[src/rtl/pc_fetch_seq.sv]
module pc_fetch_seq #(
  parameter int PC_W = 10,
  parameter int INS_W = 14,
  parameter int PG_W = 8,
  parameter logic [PC_W-1:0] RST_VEC = 10'h000,
  parameter logic [PC_W-1:0] EXT_VEC = 10'h004,
  parameter logic [PC_W-1:0] TMR_VEC = 10'h008
) (
  input  logic             clk,
  input  logic             rst_n,
  input  logic [INS_W-1:0] imem_data,
  input  logic             xfer_req,
  input  logic [PC_W-1:0]  xfer_addr,
  input  logic             pcl_we,
  input  logic [PG_W-1:0]  pcl_wdata,
  input  logic             skip_req,
  input  logic             ext_irq,
  input  logic             tmr_irq,
  output logic [3:0]       phase_oh,
  output logic [PC_W-1:0]  fetch_addr,
  output logic [INS_W-1:0] ir,
  output logic             ir_valid,
  output logic [PG_W-1:0]  pc_low
);

  logic [PC_W-1:0] pc_q, pc_d;
  logic            flush;
  logic            cyc_end;
  logic            live;

  assign cyc_end    = phase_oh[3];
  assign live       = ir_valid;
  assign fetch_addr = pc_q;
  assign pc_low     = pc_q[PG_W-1:0];

  always_comb begin
    pc_d  = PC_W'(pc_q + 1'b1);
    flush = 1'b0;
    if (ext_irq) begin
      pc_d  = EXT_VEC;
      flush = 1'b1;
    end else if (tmr_irq) begin
      pc_d  = TMR_VEC;
      flush = 1'b1;
    end else if (live && xfer_req) begin
      pc_d  = xfer_addr;
      flush = 1'b1;
    end else if (live && pcl_we) begin
      pc_d  = {pc_q[PC_W-1:PG_W], pcl_wdata};
      flush = 1'b1;
    end else if (live && skip_req) begin
      flush = 1'b1;
    end
  end

  always_ff @(posedge clk or negedge rst_n) begin
    if (!rst_n) begin
      phase_oh <= 4'b0001;
      pc_q     <= RST_VEC;
      ir       <= '0;
      ir_valid <= 1'b0;
    end else begin
      phase_oh <= {phase_oh[2:0], phase_oh[3]};
      if (cyc_end) begin
        pc_q     <= pc_d;
        ir       <= imem_data;
        ir_valid <= !flush;
      end
    end
  end

endmodule

[config.mk]
export PLATFORM = sky130hd
export DESIGN_NAME = pc_fetch_seq
export DESIGN_NICKNAME = d
export VERILOG_FILES = /design/src/rtl/pc_fetch_seq.sv
export SDC_FILE = /design/constraint.sdc
export NUM_CORES = 1
export LEC_CHECK = 0
export BUFFER_PORTS_ARGS = -buffer_cell sky130_fd_sc_hd__buf_2
export CAP_MARGIN = 20
export CELL_PAD_IN_SITES_DETAIL_PLACEMENT = 1
export CELL_PAD_IN_SITES_GLOBAL_PLACEMENT = 1
export CORE_ASPECT_RATIO = 1.2
export CORE_UTILIZATION = 33
export DETAILED_ROUTE_END_ITERATION = 8
export PLACE_DENSITY_LB_ADDON = 0.1
export SLEW_MARGIN = 30
export SYNTH_ARGS = -nofsm -noshare
export SYNTH_HDL_FRONTEND = slang
export SYNTH_SLANG_ARGS = --single-unit
[constraint.sdc]
create_clock -name clk -period 1.63 [get_ports clk]
set_clock_uncertainty 0.05 [all_clocks]
set_input_delay 0.163 -clock clk [delete_from_list [all_inputs] [get_ports clk]]
set_output_delay 0.163 -clock clk [all_outputs]
set_load 0.02 [all_outputs]
# Word-level counts from Yosys, hierarchy flattened
# Index checks and enable logic that the tools add are counted.
[totals] word_cells=21 register_bits=29
[op_classes] n_reduce_logical=5 n_mux=9 addsub=1 n_eq_ne=1
[ops] cell="two-way mux 10 bit" n=4
[ops] cell="adder 10 x 1 -> 10 bit, second input constant" n=1
[ops] cell="two-way mux 1 bit" n=5
[ops] cell="inequality test 4 bit, second input constant" n=1
[ops] cell="logical AND 1 bit" n=3
[ops] cell="AND reduction 2 bit" n=1
[ops] cell="zero test 1 bit" n=1

# Depth between registers and ports, before layout
# Gate-level depths: netlist of run 1.
[depth] depth_word=7 ltp_mapped=6 depth_no_buf=5

# Worst setup path after synthesis of run 1
# Ideal clock, no wire load.
[synth_path] path_type="register to register" start="reg phase_oh[3]" end="reg pc_q[7] (netlist: fetch_addr[7])" period_less_slack_ps=1621 stages_incl_launch_ff=5 setup_slack_ps=9 setup_time_ps=66 n_path_buf=1 arrival_time_ps=1505 cell_sequence="dfrtp_1 > or3b_1 > buf_2 > o41ai_2 > a22o_1"
[synth_lines] element="from (decl)" line="19" source="output logic [3:0] phase_oh,"
[synth_lines] element="from (signal assigned)" line="63" source="phase_oh <= {phase_oh[2:0], phase_oh[3]};"
[synth_lines] element="to (signal assigned)" line="65" source="pc_q <= pc_d;"
[synth_lines] element="to (decl)" line="26" source="logic [PC_W-1:0] pc_q, pc_d;"

# Worst setup path in the final report of run 1
[layout_path] start="reg pc_q[1] (netlist: fetch_addr[1])" end="reg pc_q[4] (netlist: fetch_addr[4])"
[layout_between] elab_chain_cells=5
[layout_lines] element="adder 10 x 1 -> 10 bit" line="37" source="pc_d = PC_W'(pc_q + 1'b1);"
[layout_lines] element="two-way mux 10 bit" line="48" source="end else if (live && pcl_we) begin"
[layout_lines] element="two-way mux 10 bit" line="45" source="end else if (live && xfer_req) begin"
[layout_lines] element="two-way mux 10 bit" line="42" source="end else if (tmr_irq) begin"
[layout_lines] element="two-way mux 10 bit" line="39" source="if (ext_irq) begin"
# No other way between the ends. The select of a mux whose other input is x is not followed.
# A chain may end at the register's enable or synchronous reset.

==> impl_metrics.py, run 1 <==
metrics = {
    "placement": {
        "place_hpwl_microns": 3480,
        "buffer_ports.inserted": 75,
        "placedCellCount": 262,
        "routability_congestion": 0.856,
        "dp_worst_setup_slack_ns": 0.0124,
    },
    "detailed_routing": {
        "post_drt_wl_per_cell_microns": 17.0,
        "drtIter0Drc": 63,
        "detailedRoute.firstPassIterationCount": 4,
        "drt_drc_violations_left": 0,
        "totalWireLength_microns": 4620,
        "route.vias.total": 1432,
        "route.antenna.remaining_nets": 0,
        "drt-vias-per-instance": 5.28,
    },
    "yosys": {
        "yosys_warnings": 0,
        "net_count_of_the_mapped_netlist": 180,
        "synth_area_per_cell_sq_um": 10.7,
        "main_combinational_cell_family_by_area_after_synthesis": "compound AO/OA/AOI/OAI gates",
        "yosysSeqAreaShare_pct": 48.6,
        "synth_simple_gate_area_share_pct": 14.6,
        "synth_compound_gate_area_share_pct": 15.4,
        "number_of_synthesized_flops_with_an_enable_pin": 0,
        "synth.area.top_cells": "sky130_fd_sc_hd__dfrtp_1 47%, sky130_fd_sc_hd__mux2_2 11%, sky130_fd_sc_hd__buf_4 4.0%, sky130_fd_sc_hd__nand2_1 2.5%, sky130_fd_sc_hd__o21ai_0 2.3%",
        "async_reset_ff_share_pct": 100,
        "synth-xor-area-share_pct": 2.34,
        "synthesis.area_sq_um": 1500,
        "netlist_top_cells_count": "28 x sky130_fd_sc_hd__dfrtp_1, 15 x sky130_fd_sc_hd__mux2_2, 10 x sky130_fd_sc_hd__nand2_1",
        "synthFlopType": "sky130_fd_sc_hd__dfrtp_1",
        "synth-seq-cells": 29,
        "synthAdderAreaFrac_pct": 0.836,
        "ys_types": 43,
        "synth_most_common_cell": "sky130_fd_sc_hd__dfrtp_1",
        "netlist.top_cell.by_area": "sky130_fd_sc_hd__dfrtp_1",
        "synth_top_area_share_pct": 46.8,
        "muxShareOfSynthArea_pct": 12.0,
        "synthesis.instances": 140,
    },
    "global_route": {
        "antenna_found_initial": 0,
        "grt_pass1_wl_microns": 7570,
        "grt_max_degree": 30,
        "grt_use_total_pct": 21.0,
        "grt_remaining_overflow": 0,
        "first_global_vias": 1529,
    },
    "clock_network": {
        "post_cts_buffers": 0,
        "ctsLongestPathBuffers": 2,
        "cts-htree-levels": 2,
        "clockRootBuffer": "sky130_fd_sc_hd__clkbuf_8",
        "clock-sinks": 29,
        "clock_insertion_delay_worst_skew_ns": 0.28,
        "cts_clock_pin_slew_for_the_worst_setup_and_hold_paths_ns": 0.07,
        "cts_tree": "built",
        "tritoncts.num_buffers": 5,
    },
    "floorplanning": {
        "die_w_microns": 63.5,
        "fp.dieArea_sq_um": 4810,
        "die_h_microns": 75.8,
        "ioPinCount": 76,
        "core_area_sq_um": 4290,
        "rows": 26,
        "initial_utilization_pct": 34.8,
    },
    "critical_path": {
        "rr_worst_depth": 5,
        "regToRegEndpoint": "fetch_addr[4]$_DFFE_PN0P_",
        "critPathLaunchType": "register",
        "critical_path_class": "register to register",
        "crit_path_end_kind": "register",
        "ff2ff_setup_slack_ns": 0.11,
        "crit_path_max_fanout": 4,
        "r2r_start": "fetch_addr[1]$_DFFE_PN0P_",
        "worstPathRequired_ns": 1.74,
        "worst-endpoint-arrival_ns": 1.63,
    },
    "sta": {
        "timing_hold_violations_final": 0,
        "finalWorstSetupSlack_ns": 0.109,
        "slew_headroom_pct": 57.1,
        "rsz0062_at_grt": "false",
        "timing.final.crit_share_pct": 93.3,
        "timing_max_transition_violations_final": 0,
        "fmax_ghz": 0.658,
        "fin_crit_ns": 1.52,
        "worst_pin_slew_ns": 0.644,
        "fin_setup_tns_ns": 0,
        "setup-violations-final": 0,
    },
    "cells_and_area": {
        "num-nets-final": 254,
        "drive_gt1_share_pct": 51.6,
        "fin_cells": 271,
        "areaGrowthSynthToFinish_pct": 36.5,
        "antenna-diode-count": 0,
    },
    "power": {
        "cellPowerDensity_nw_per_um2": 770,
        "max-vdd-ir-drop_uv": 502,
        "power_mw": 1.57,
        "static-leakage-power_nw": 1.11,
    },
    "run_status": {
        "status": "finished clean",
    },
    "worst_hold_path": {
        "holdPathEnd": "fetch_addr[8]$_DFFE_PN0P_",
        "worstHoldPathType": "input port to register",
        "min-delay-start": "xfer_addr[8]",
        "worstHoldPathCells": 3,
    },
    "job": {
        "cap_viol_max_count": 0,
    },
}
-- final cells by class --
type,instances,area [sq um]
tap,56,70.1
fill,521,2250
timing repair buffer,81,427
clock buffer,7,86.3
inverter,2,7.51
clock inverter,1,30.0
multi-input combinational,95,693
sequential,29,728
-- kinds of logic (layout without fill, tap and decap cells) --
| family | count (synthesis) | in the layout |
|---|---|---|
| fa+ha+maj | 1 | 1 |
| compound gates | 32 | 32 |
| mux | 16 | 16 |
| buf+inv | 16 | 91 |
| flops | 29 | 29 |
| xor+xnor | 4 | 4 |
| simple gates | 42 | 42 |
-- cell usage in the layout, fill, tap and decap left out, types with 2 or more instances in the layout --
| cell | synthesis | routed |
|---|---|---|
| sky130_fd_sc_hd__mux2_2 | 15 | 15 |
| sky130_fd_sc_hd__dfrtp_1 | 28 | 27 |
| sky130_fd_sc_hd__buf_2 | 3 | 75 |
| sky130_fd_sc_hd__and3_1 | 5 | 5 |
| sky130_fd_sc_hd__xor2_1 | 2 | 2 |
| sky130_fd_sc_hd__xnor2_1 | 2 | 2 |
| sky130_fd_sc_hd__nand4_1 | 2 | 2 |
| sky130_fd_sc_hd__nor4_1 | 2 | 2 |
| sky130_fd_sc_hd__nand3_1 | 6 | 6 |
| sky130_fd_sc_hd__buf_4 | 8 | 4 |
| sky130_fd_sc_hd__o211ai_1 | 2 | 2 |
| sky130_fd_sc_hd__nand2_1 | 10 | 8 |
| sky130_fd_sc_hd__a21oi_1 | 4 | 4 |
| sky130_fd_sc_hd__nor2_1 | 7 | 6 |
| sky130_fd_sc_hd__clkbuf_8 | 0 | 6 |
| sky130_fd_sc_hd__nand2_2 | 0 | 2 |
| sky130_fd_sc_hd__inv_1 | 2 | 2 |
| sky130_fd_sc_hd__nor3_1 | 2 | 2 |
| sky130_fd_sc_hd__o21ai_0 | 7 | 7 |
| sky130_fd_sc_hd__and4_1 | 2 | 2 |
| sky130_fd_sc_hd__a22o_1 | 3 | 3 |
| sky130_fd_sc_hd__o21ai_1 | 2 | 2 |
-- worst max path at each step --
| stage | to | start | cells past startpoint |
|---|---|---|---|
| after floorplan | fetch_addr[7]$_DFFE_PN0P_ | phase_oh[3]$_DFF_PN0_ | 4 |
| after global placement | fetch_addr[5]$_DFFE_PN0P_ | ir_valid$_DFFE_PN0P_ | 4 |
| after detailed placement | fetch_addr[5]$_DFFE_PN0P_ | ir_valid$_DFFE_PN0P_ | 4 |
| after CTS | fetch_addr[5]$_DFFE_PN0P_ | ir_valid$_DFFE_PN0P_ | 4 |
| after global routing | fetch_addr[4]$_DFFE_PN0P_ | fetch_addr[1]$_DFFE_PN0P_ | 5 |
| final | fetch_addr[4]$_DFFE_PN0P_ | fetch_addr[1]$_DFFE_PN0P_ | 5 |
-- per-layer routing --
metal	wire, microns	track usage, %	up-vias
met3	244	5.54	4
met5	0	0	-
li1	-	-	658
met1	1920	24.0	713
met2	2410	37.9	57
met4	42	7.58	0
-- power by group --
group          leakage [nW]  switching, mW  internal (mW)
clock network        0.0585          0.273          0.498
registers             0.399       0.000991          0.721
logic                 0.657         0.0402         0.0391
total                  1.11          0.315           1.26
-- what timing repair did --
| item | in CTS | in global routing |
|---|---|---|
| hold buffers | 1 | 0 |
| setup endpoints to repair | 0 | 6 |
| resized for setup | 0 | 8 |
| endpoints found under the hold margin | 28 | 0 |
-- state kept, by name, indices dropped and copies added (netlist names) --
| signal | cells |
|---|---|
| ir_valid | 1 |
| ir | 14 |
| phase_oh | 4 |
| fetch_addr | 10 |
-- critical path, stage by stage, from the launching register on --
cell and delay (ns):
sky130_fd_sc_hd__dfrtp_1 0.41, sky130_fd_sc_hd__ha_1 0.26, sky130_fd_sc_hd__nand3_1 0.12, sky130_fd_sc_hd__xor2_1 0.15, sky130_fd_sc_hd__a21oi_1 0.08, sky130_fd_sc_hd__a221o_1 0.33
-- through the flow --
step	util (%)	instance area [sq um]	hold slack, ns
floorplan	-	1500	-0.183
global placement	44.1	1890	0.179
detailed placement	44.1	1890	0.182
CTS	47.0	2020	0.0528
global route	47.6	2040	0.0560
finish	47.6	2040	0.0630
No activity file was read; power rests on OpenSTA's default activity.
==> run 2, diff against run 1 <==
==> constraint.sdc (replaced) <==
create_clock -name clk -period 1.63 [get_ports clk]
set_clock_uncertainty 0.05 [all_clocks]
set_input_delay 0.0815 -clock clk [delete_from_list [all_inputs] [get_ports clk]]
set_output_delay 0.0815 -clock clk [all_outputs]
set_load 0.02 [all_outputs]
==> impl_metrics.py, run 2 (same netlist as run 1, synthesis figures left out) <==
metrics = {
    "power": {
        "clock_power_share_pct": 48.5,
        "cell_internal_pwr_mw": 1.28,
        "comb_power_share_pct": 6.6,
        "static-leakage-power_nw": 1.18,
        "sequentialPowerShare_pct": 44.9,
        "cellPowerDensity_nw_per_um2": 734,
        "p_switching_uw": 327,
        "max-vdd-ir-drop_uv": 418,
        "netSwitchingFraction_pct": 20.3,
    },
    "clock_network": {
        "cts-htree-levels": 2,
        "ctsLongestPathBuffers": 2,
        "clockRootBuffer": "sky130_fd_sc_hd__clkbuf_8",
        "post_cts_buffers": 0,
        "cts_clock_pin_slew_for_the_worst_setup_and_hold_paths_ns": 0.07,
        "clock_insertion_delay_worst_skew_ns": 0.28,
        "clock-sinks": 29,
        "cts_tree": "built",
        "tritoncts.num_buffers": 5,
    },
    "global_route": {
        "antenna_found_initial": 0,
        "grt_use_total_pct": 19.8,
        "first_global_vias": 1515,
        "grt_remaining_overflow": 0,
        "grt_max_degree": 30,
        "grt_pass1_wl_microns": 7310,
    },
    "cells_and_area": {
        "drive_gt1_share_pct": 47.4,
        "layout_commonest_cell": "sky130_fd_sc_hd__buf_2",
        "fin_cells": 286,
        "areaGrowthSynthToFinish_pct": 46.5,
        "num-nets-final": 269,
        "final_core_utilization_pct": 51.0,
        "antenna-diode-count": 0,
        "largest_register_ff_count": 14,
        "commonest_cells_after_routing_fill_and_taps_aside": "75 x sky130_fd_sc_hd__buf_2, 27 x sky130_fd_sc_hd__dfrtp_1, 17 x sky130_fd_sc_hd__dlygate4sd3_1",
        "registers.top_by_ff_count": "ir",
        "fillers": 501,
    },
    "critical_path": {
        "worstPathRequired_ns": 1.75,
        "critical_path_class": "register to register",
        "r2r_start": "ir_valid$_DFFE_PN0P_",
        "worst-endpoint-arrival_ns": 1.64,
        "critPathLaunchType": "register",
        "crit_path_max_fanout": 10,
        "critical_path.startpoint": "ir_valid$_DFFE_PN0P_",
        "crit_path_end_kind": "register",
    },
    "detailed_routing": {
        "detailedRoute.firstPassIterationCount": 4,
        "totalWireLength_microns": 4530,
        "drtIter0Drc": 56,
        "route.met2.wl_microns": 2410,
        "wirelength_met1_microns": 1850,
        "route.antenna.remaining_nets": 0,
        "highest_layer": "met4",
        "post_drt_wl_per_cell_microns": 15.9,
        "drt_drc_violations_left": 0,
        "drt-vias-per-instance": 5.14,
        "route.vias.total": 1471,
        "met3_wirelength_microns": 229,
    },
    "floorplanning": {
        "rows": 26,
        "fp.dieArea_sq_um": 4810,
        "core_area_sq_um": 4290,
        "die_w_microns": 63.5,
        "die_h_microns": 75.8,
        "ioPinCount": 76,
        "initial_utilization_pct": 34.8,
    },
    "sta": {
        "timing_hold_violations_final": 0,
        "worst_pin_slew_ns": 0.660,
        "fin_setup_tns_ns": 0,
        "rsz0062_at_grt": "false",
        "setup-violations-final": 0,
        "fin_crit_ns": 1.52,
        "timing.final.crit_share_pct": 93.0,
        "timing_max_transition_violations_final": 0,
        "fmax_ghz": 0.660,
        "slew_headroom_pct": 56.0,
    },
    "placement": {
        "buffer_ports.inserted": 75,
        "placedCellCount": 261,
        "place_hpwl_microns": 3250,
        "routability_congestion": 0.895,
    },
    "job": {
        "cap_viol_max_count": 0,
    },
    "worst_hold_path": {
        "min-delay-start": "xfer_addr[4]",
        "worstHoldPathType": "input port to register",
    },
    "run_status": {
        "status": "finished clean",
    },
}
-- run 2: path summary, 6_finish.rpt --
path,slack [ns],depth (start not counted),endpoint
max in group asynchronous,0.75,2,ir_valid$_DFFE_PN0P_
min in group asynchronous,0.32,2,fetch_addr[8]$_DFFE_PN0P_
worst min register to register,0.33,0,phase_oh[3]$_DFF_PN0_
worst max-delay path,0.11,4,fetch_addr[7]$_DFFE_PN0P_
worst min-delay path,0.002,2,fetch_addr[4]$_DFFE_PN0P_
worst max register to register,0.11,4,fetch_addr[7]$_DFFE_PN0P_
-- run 2: stage by stage --
stage | total power [mW] | hold slack, ns | cell area (sq um) | worst slack [ns]
2_1_floorplan | 0.743 | -0.264 | 1500 | 0.00894
3_3_place_gp | 0.808 | 0.0975 | 1890 | 0.0272
3_5_place_dp | 0.811 | 0.102 | 1890 | 0.0278
4_1_cts | 1.63 | 0.00339 | 2170 | 0.0222
5_1_grt | 1.66 | 0.0122 | 2190 | 0.0115
6_report | 1.61 | 0.00227 | 2190 | 0.115
-- run 2: power by group through the flow --
stage          Clock [mW]  Combinational [mW]  Sequential (mW)
6_report            0.780               0.106            0.722
5_1_grt             0.818               0.118            0.722
4_1_cts             0.799               0.107            0.722
3_5_place_dp            0              0.0754            0.735
3_3_place_gp            0              0.0730            0.735
2_1_floorplan           0             0.00595            0.737
-- run 2: critical path, stage by stage (launching register included) --
cell,delay (ns)
sky130_fd_sc_hd__dfrtp_2,0.48
sky130_fd_sc_hd__and2_2,0.27
sky130_fd_sc_hd__nor3_1,0.29
sky130_fd_sc_hd__o41ai_2,0.13
sky130_fd_sc_hd__a22o_1,0.18
-- run 2: area by class of cell --
type / instances / area [sq um] / share of cell area (%)
repair buffers: 96 / 579 / 26.4
flip-flops and latches: 29 / 728 / 33.2
clock inverters: 1 / 30.0 / 1.37
multi-input cells: 95 / 691 / 31.5
inverters: 2 / 7.51 / 0.342
well taps: 56 / 70.1 / 3.20
clock buffers: 7 / 86.3 / 3.94
-- run 2: routing by layer --
metal,vias up,global-route usage [%]
met2,54,36.8
met5,-,0
met1,720,22.3
li1,693,-
met3,4,4.04
met4,0,8.33
-- run 2: repair_timing --
action / CTS / global route
resized for setup: 1 / 6
endpoints found under the hold margin: 44 / 0
hold buffers: 17 / 0
endpoints found under the setup margin: 1 / 6
==> run 3, diff against run 2 <==
Settings changed: CORE_MARGIN set to 5.
==> impl_metrics.py, run 3 (same netlist as run 1, synthesis figures left out) <==
metrics = {
    "critical_path": {
        "crit_path_end_kind": "register",
        "crit_path_max_fanout": 4,
        "critPathLaunchType": "register",
        "worst-endpoint-arrival_ns": 1.61,
        "worstPathRequired_ns": 1.75,
        "critPathSlowestCell": "sky130_fd_sc_hd__dfrtp_1",
        "rr_worst_depth": 5,
        "ordered_list_of_cells_on_the_worst_path": "ha_1, nand3_1, xor2_1, a21oi_1, a221o_1",
        "critical_path_class": "register to register",
        "ff2ff_setup_slack_ns": 0.14,
        "cp_slowest_stage_delay_ns": 0.41,
    },
    "global_route": {
        "first_global_vias": 1643,
        "grt_max_degree": 30,
        "grt_pass1_wl_microns": 8180,
        "antenna_found_initial": 0,
        "grt_remaining_overflow": 0,
        "grt_use_total_pct": 17.4,
    },
    "detailed_routing": {
        "drt-vias-per-instance": 5.11,
        "post_drt_wl_per_cell_microns": 17.0,
        "route.antenna.remaining_nets": 0,
        "totalWireLength_microns": 4940,
        "drt_drc_violations_left": 0,
        "drtIter0Drc": 39,
        "route.vias.total": 1486,
        "detailedRoute.firstPassIterationCount": 4,
    },
    "cells_and_area": {
        "largest_register_ff_count": 14,
        "num-nets-final": 274,
        "areaGrowthSynthToFinish_pct": 48.6,
        "layout_commonest_cell": "sky130_fd_sc_hd__buf_2",
        "commonest_cells_after_routing_fill_and_taps_aside": "75 x sky130_fd_sc_hd__buf_2, 27 x sky130_fd_sc_hd__dfrtp_1, 18 x sky130_fd_sc_hd__dlygate4sd3_1",
        "drive_gt1_share_pct": 47.7,
        "antenna-diode-count": 0,
        "registers.top_by_ff_count": "ir",
        "final_core_utilization_pct": 51.4,
    },
    "sta": {
        "setup-violations-final": 0,
        "timing_hold_violations_final": 0,
        "fin_setup_tns_ns": 0,
        "timing.final.crit_share_pct": 91.5,
        "finalWorstSetupSlack_ns": 0.139,
        "worst_pin_slew_ns": 0.673,
        "fmax_ghz": 0.671,
        "fin_crit_ns": 1.49,
        "rsz0062_at_grt": "false",
        "slew_headroom_pct": 55.2,
        "timing_max_transition_violations_final": 0,
    },
    "power": {
        "max-vdd-ir-drop_uv": 465,
        "netSwitchingFraction_pct": 21.0,
        "power_mw": 1.62,
        "cell_internal_pwr_mw": 1.28,
        "p_switching_uw": 341,
        "clock_power_share_pct": 48.9,
        "cellPowerDensity_nw_per_um2": 730,
        "comb_power_share_pct": 6.7,
        "static-leakage-power_nw": 1.20,
        "sequentialPowerShare_pct": 44.5,
    },
    "clock_network": {
        "cts_clock_pin_slew_for_the_worst_setup_and_hold_paths_ns": 0.07,
        "cts-htree-levels": 2,
        "clock_insertion_delay_worst_skew_ns": 0.28,
        "cts_tree": "built",
        "post_cts_buffers": 0,
        "ctsLongestPathBuffers": 2,
        "tritoncts.num_buffers": 5,
        "clockRootBuffer": "sky130_fd_sc_hd__clkbuf_8",
        "clock-sinks": 29,
    },
    "floorplanning": {
        "initial_utilization_pct": 34.6,
        "ioPinCount": 76,
        "die_w_microns": 71.5,
        "core_area_sq_um": 4330,
        "fp.dieArea_sq_um": 5990,
        "rows": 26,
        "die_h_microns": 83.8,
    },
    "worst_hold_path": {
        "worstHoldPathCells": 3,
        "worstHoldPathType": "input port to register",
    },
    "job": {
        "cap_viol_max_count": 0,
    },
    "placement": {
        "place_hpwl_microns": 3650,
        "buffer_ports.inserted": 75,
        "dp_worst_setup_slack_ns": 0.0476,
        "routability_congestion": 0.833,
    },
    "run_status": {
        "status": "finished clean",
    },
}
[run 3: cell types whose count changed in the layout (fill, tap and decap cells not counted)]
cell	previous run	this run
sky130_fd_sc_hd__a31oi_1	1	2
sky130_fd_sc_hd__a31oi_2	1	0
sky130_fd_sc_hd__buf_4	3	8
sky130_fd_sc_hd__buf_6	1	0
sky130_fd_sc_hd__clkbuf_1	1	0
sky130_fd_sc_hd__clkinvlp_4	0	1
sky130_fd_sc_hd__dlygate4sd3_1	17	18
sky130_fd_sc_hd__nand2_1	8	9
sky130_fd_sc_hd__nand2_2	2	1
[run 3: power by group through the flow]
stage	registers [mW]	clock network, mW	logic, mW
after floorplan	0.737	0	0.00595
after global placement	0.735	0	0.0724
after detailed placement	0.735	0	0.0758
after CTS	0.722	0.815	0.109
after global routing	0.721	0.855	0.121
final	0.722	0.793	0.108
[run 3: layer usage]
layer  up-vias  wire length, microns  global-route usage (%)
li1        695                     -                       -
met1       727                  1920                    19.1
met2        58                  2580                    31.4
met3         6                   385                    5.66
met4         0                    53                    4.62
met5         -                     0                       0
[run 3: area by class of cell]
type	count	area, sq um
Fill cell	501	2100
Sequential cell	29	728
Multi-Input combinational cell	95	682
Timing Repair Buffer	101	616
Clock buffer	6	82.6
Tap cell	56	70.1
Clock inverter	2	37.5
Inverter	2	7.51
[run 3: per-stage QoR]
stage,hold WS (ns),cell area [sq um],cells
after floorplan,-0.264,1500,140
after global placement,0.0986,1920,265
after detailed placement,0.109,1920,265
after CTS,0.0532,2220,291
after global routing,0.0646,2220,291
final,0.0538,2220,291
[run 3: final timing paths]
path | start | to
max | fetch_addr[0]$_DFFE_PN0P_ | fetch_addr[4]$_DFFE_PN0P_
min | xfer_addr[0] | fetch_addr[0]$_DFFE_PN0P_
max reg2reg | fetch_addr[0]$_DFFE_PN0P_ | fetch_addr[4]$_DFFE_PN0P_
min reg2reg | phase_oh[1]$_DFF_PN0_ | phase_oh[2]$_DFF_PN0_
max in group asynchronous | rst_n | ir_valid$_DFFE_PN0P_
min in group asynchronous | rst_n | fetch_addr[7]$_DFFE_PN0P_
[run 3: timing repair]
action,CTS,global route
setup endpoints to repair,0,3
hold buffers,18,0
gates resized for setup,0,4
hold endpoints to repair,45,0
[run 3: critical path, delay by kind of cell, from the launching register on]
family | cells | cell delay, ns
compound gates | 2 | 0.41
xor+xnor | 1 | 0.15
fa+ha+maj | 1 | 0.26
flops | 1 | 0.41
simple gates | 1 | 0.11
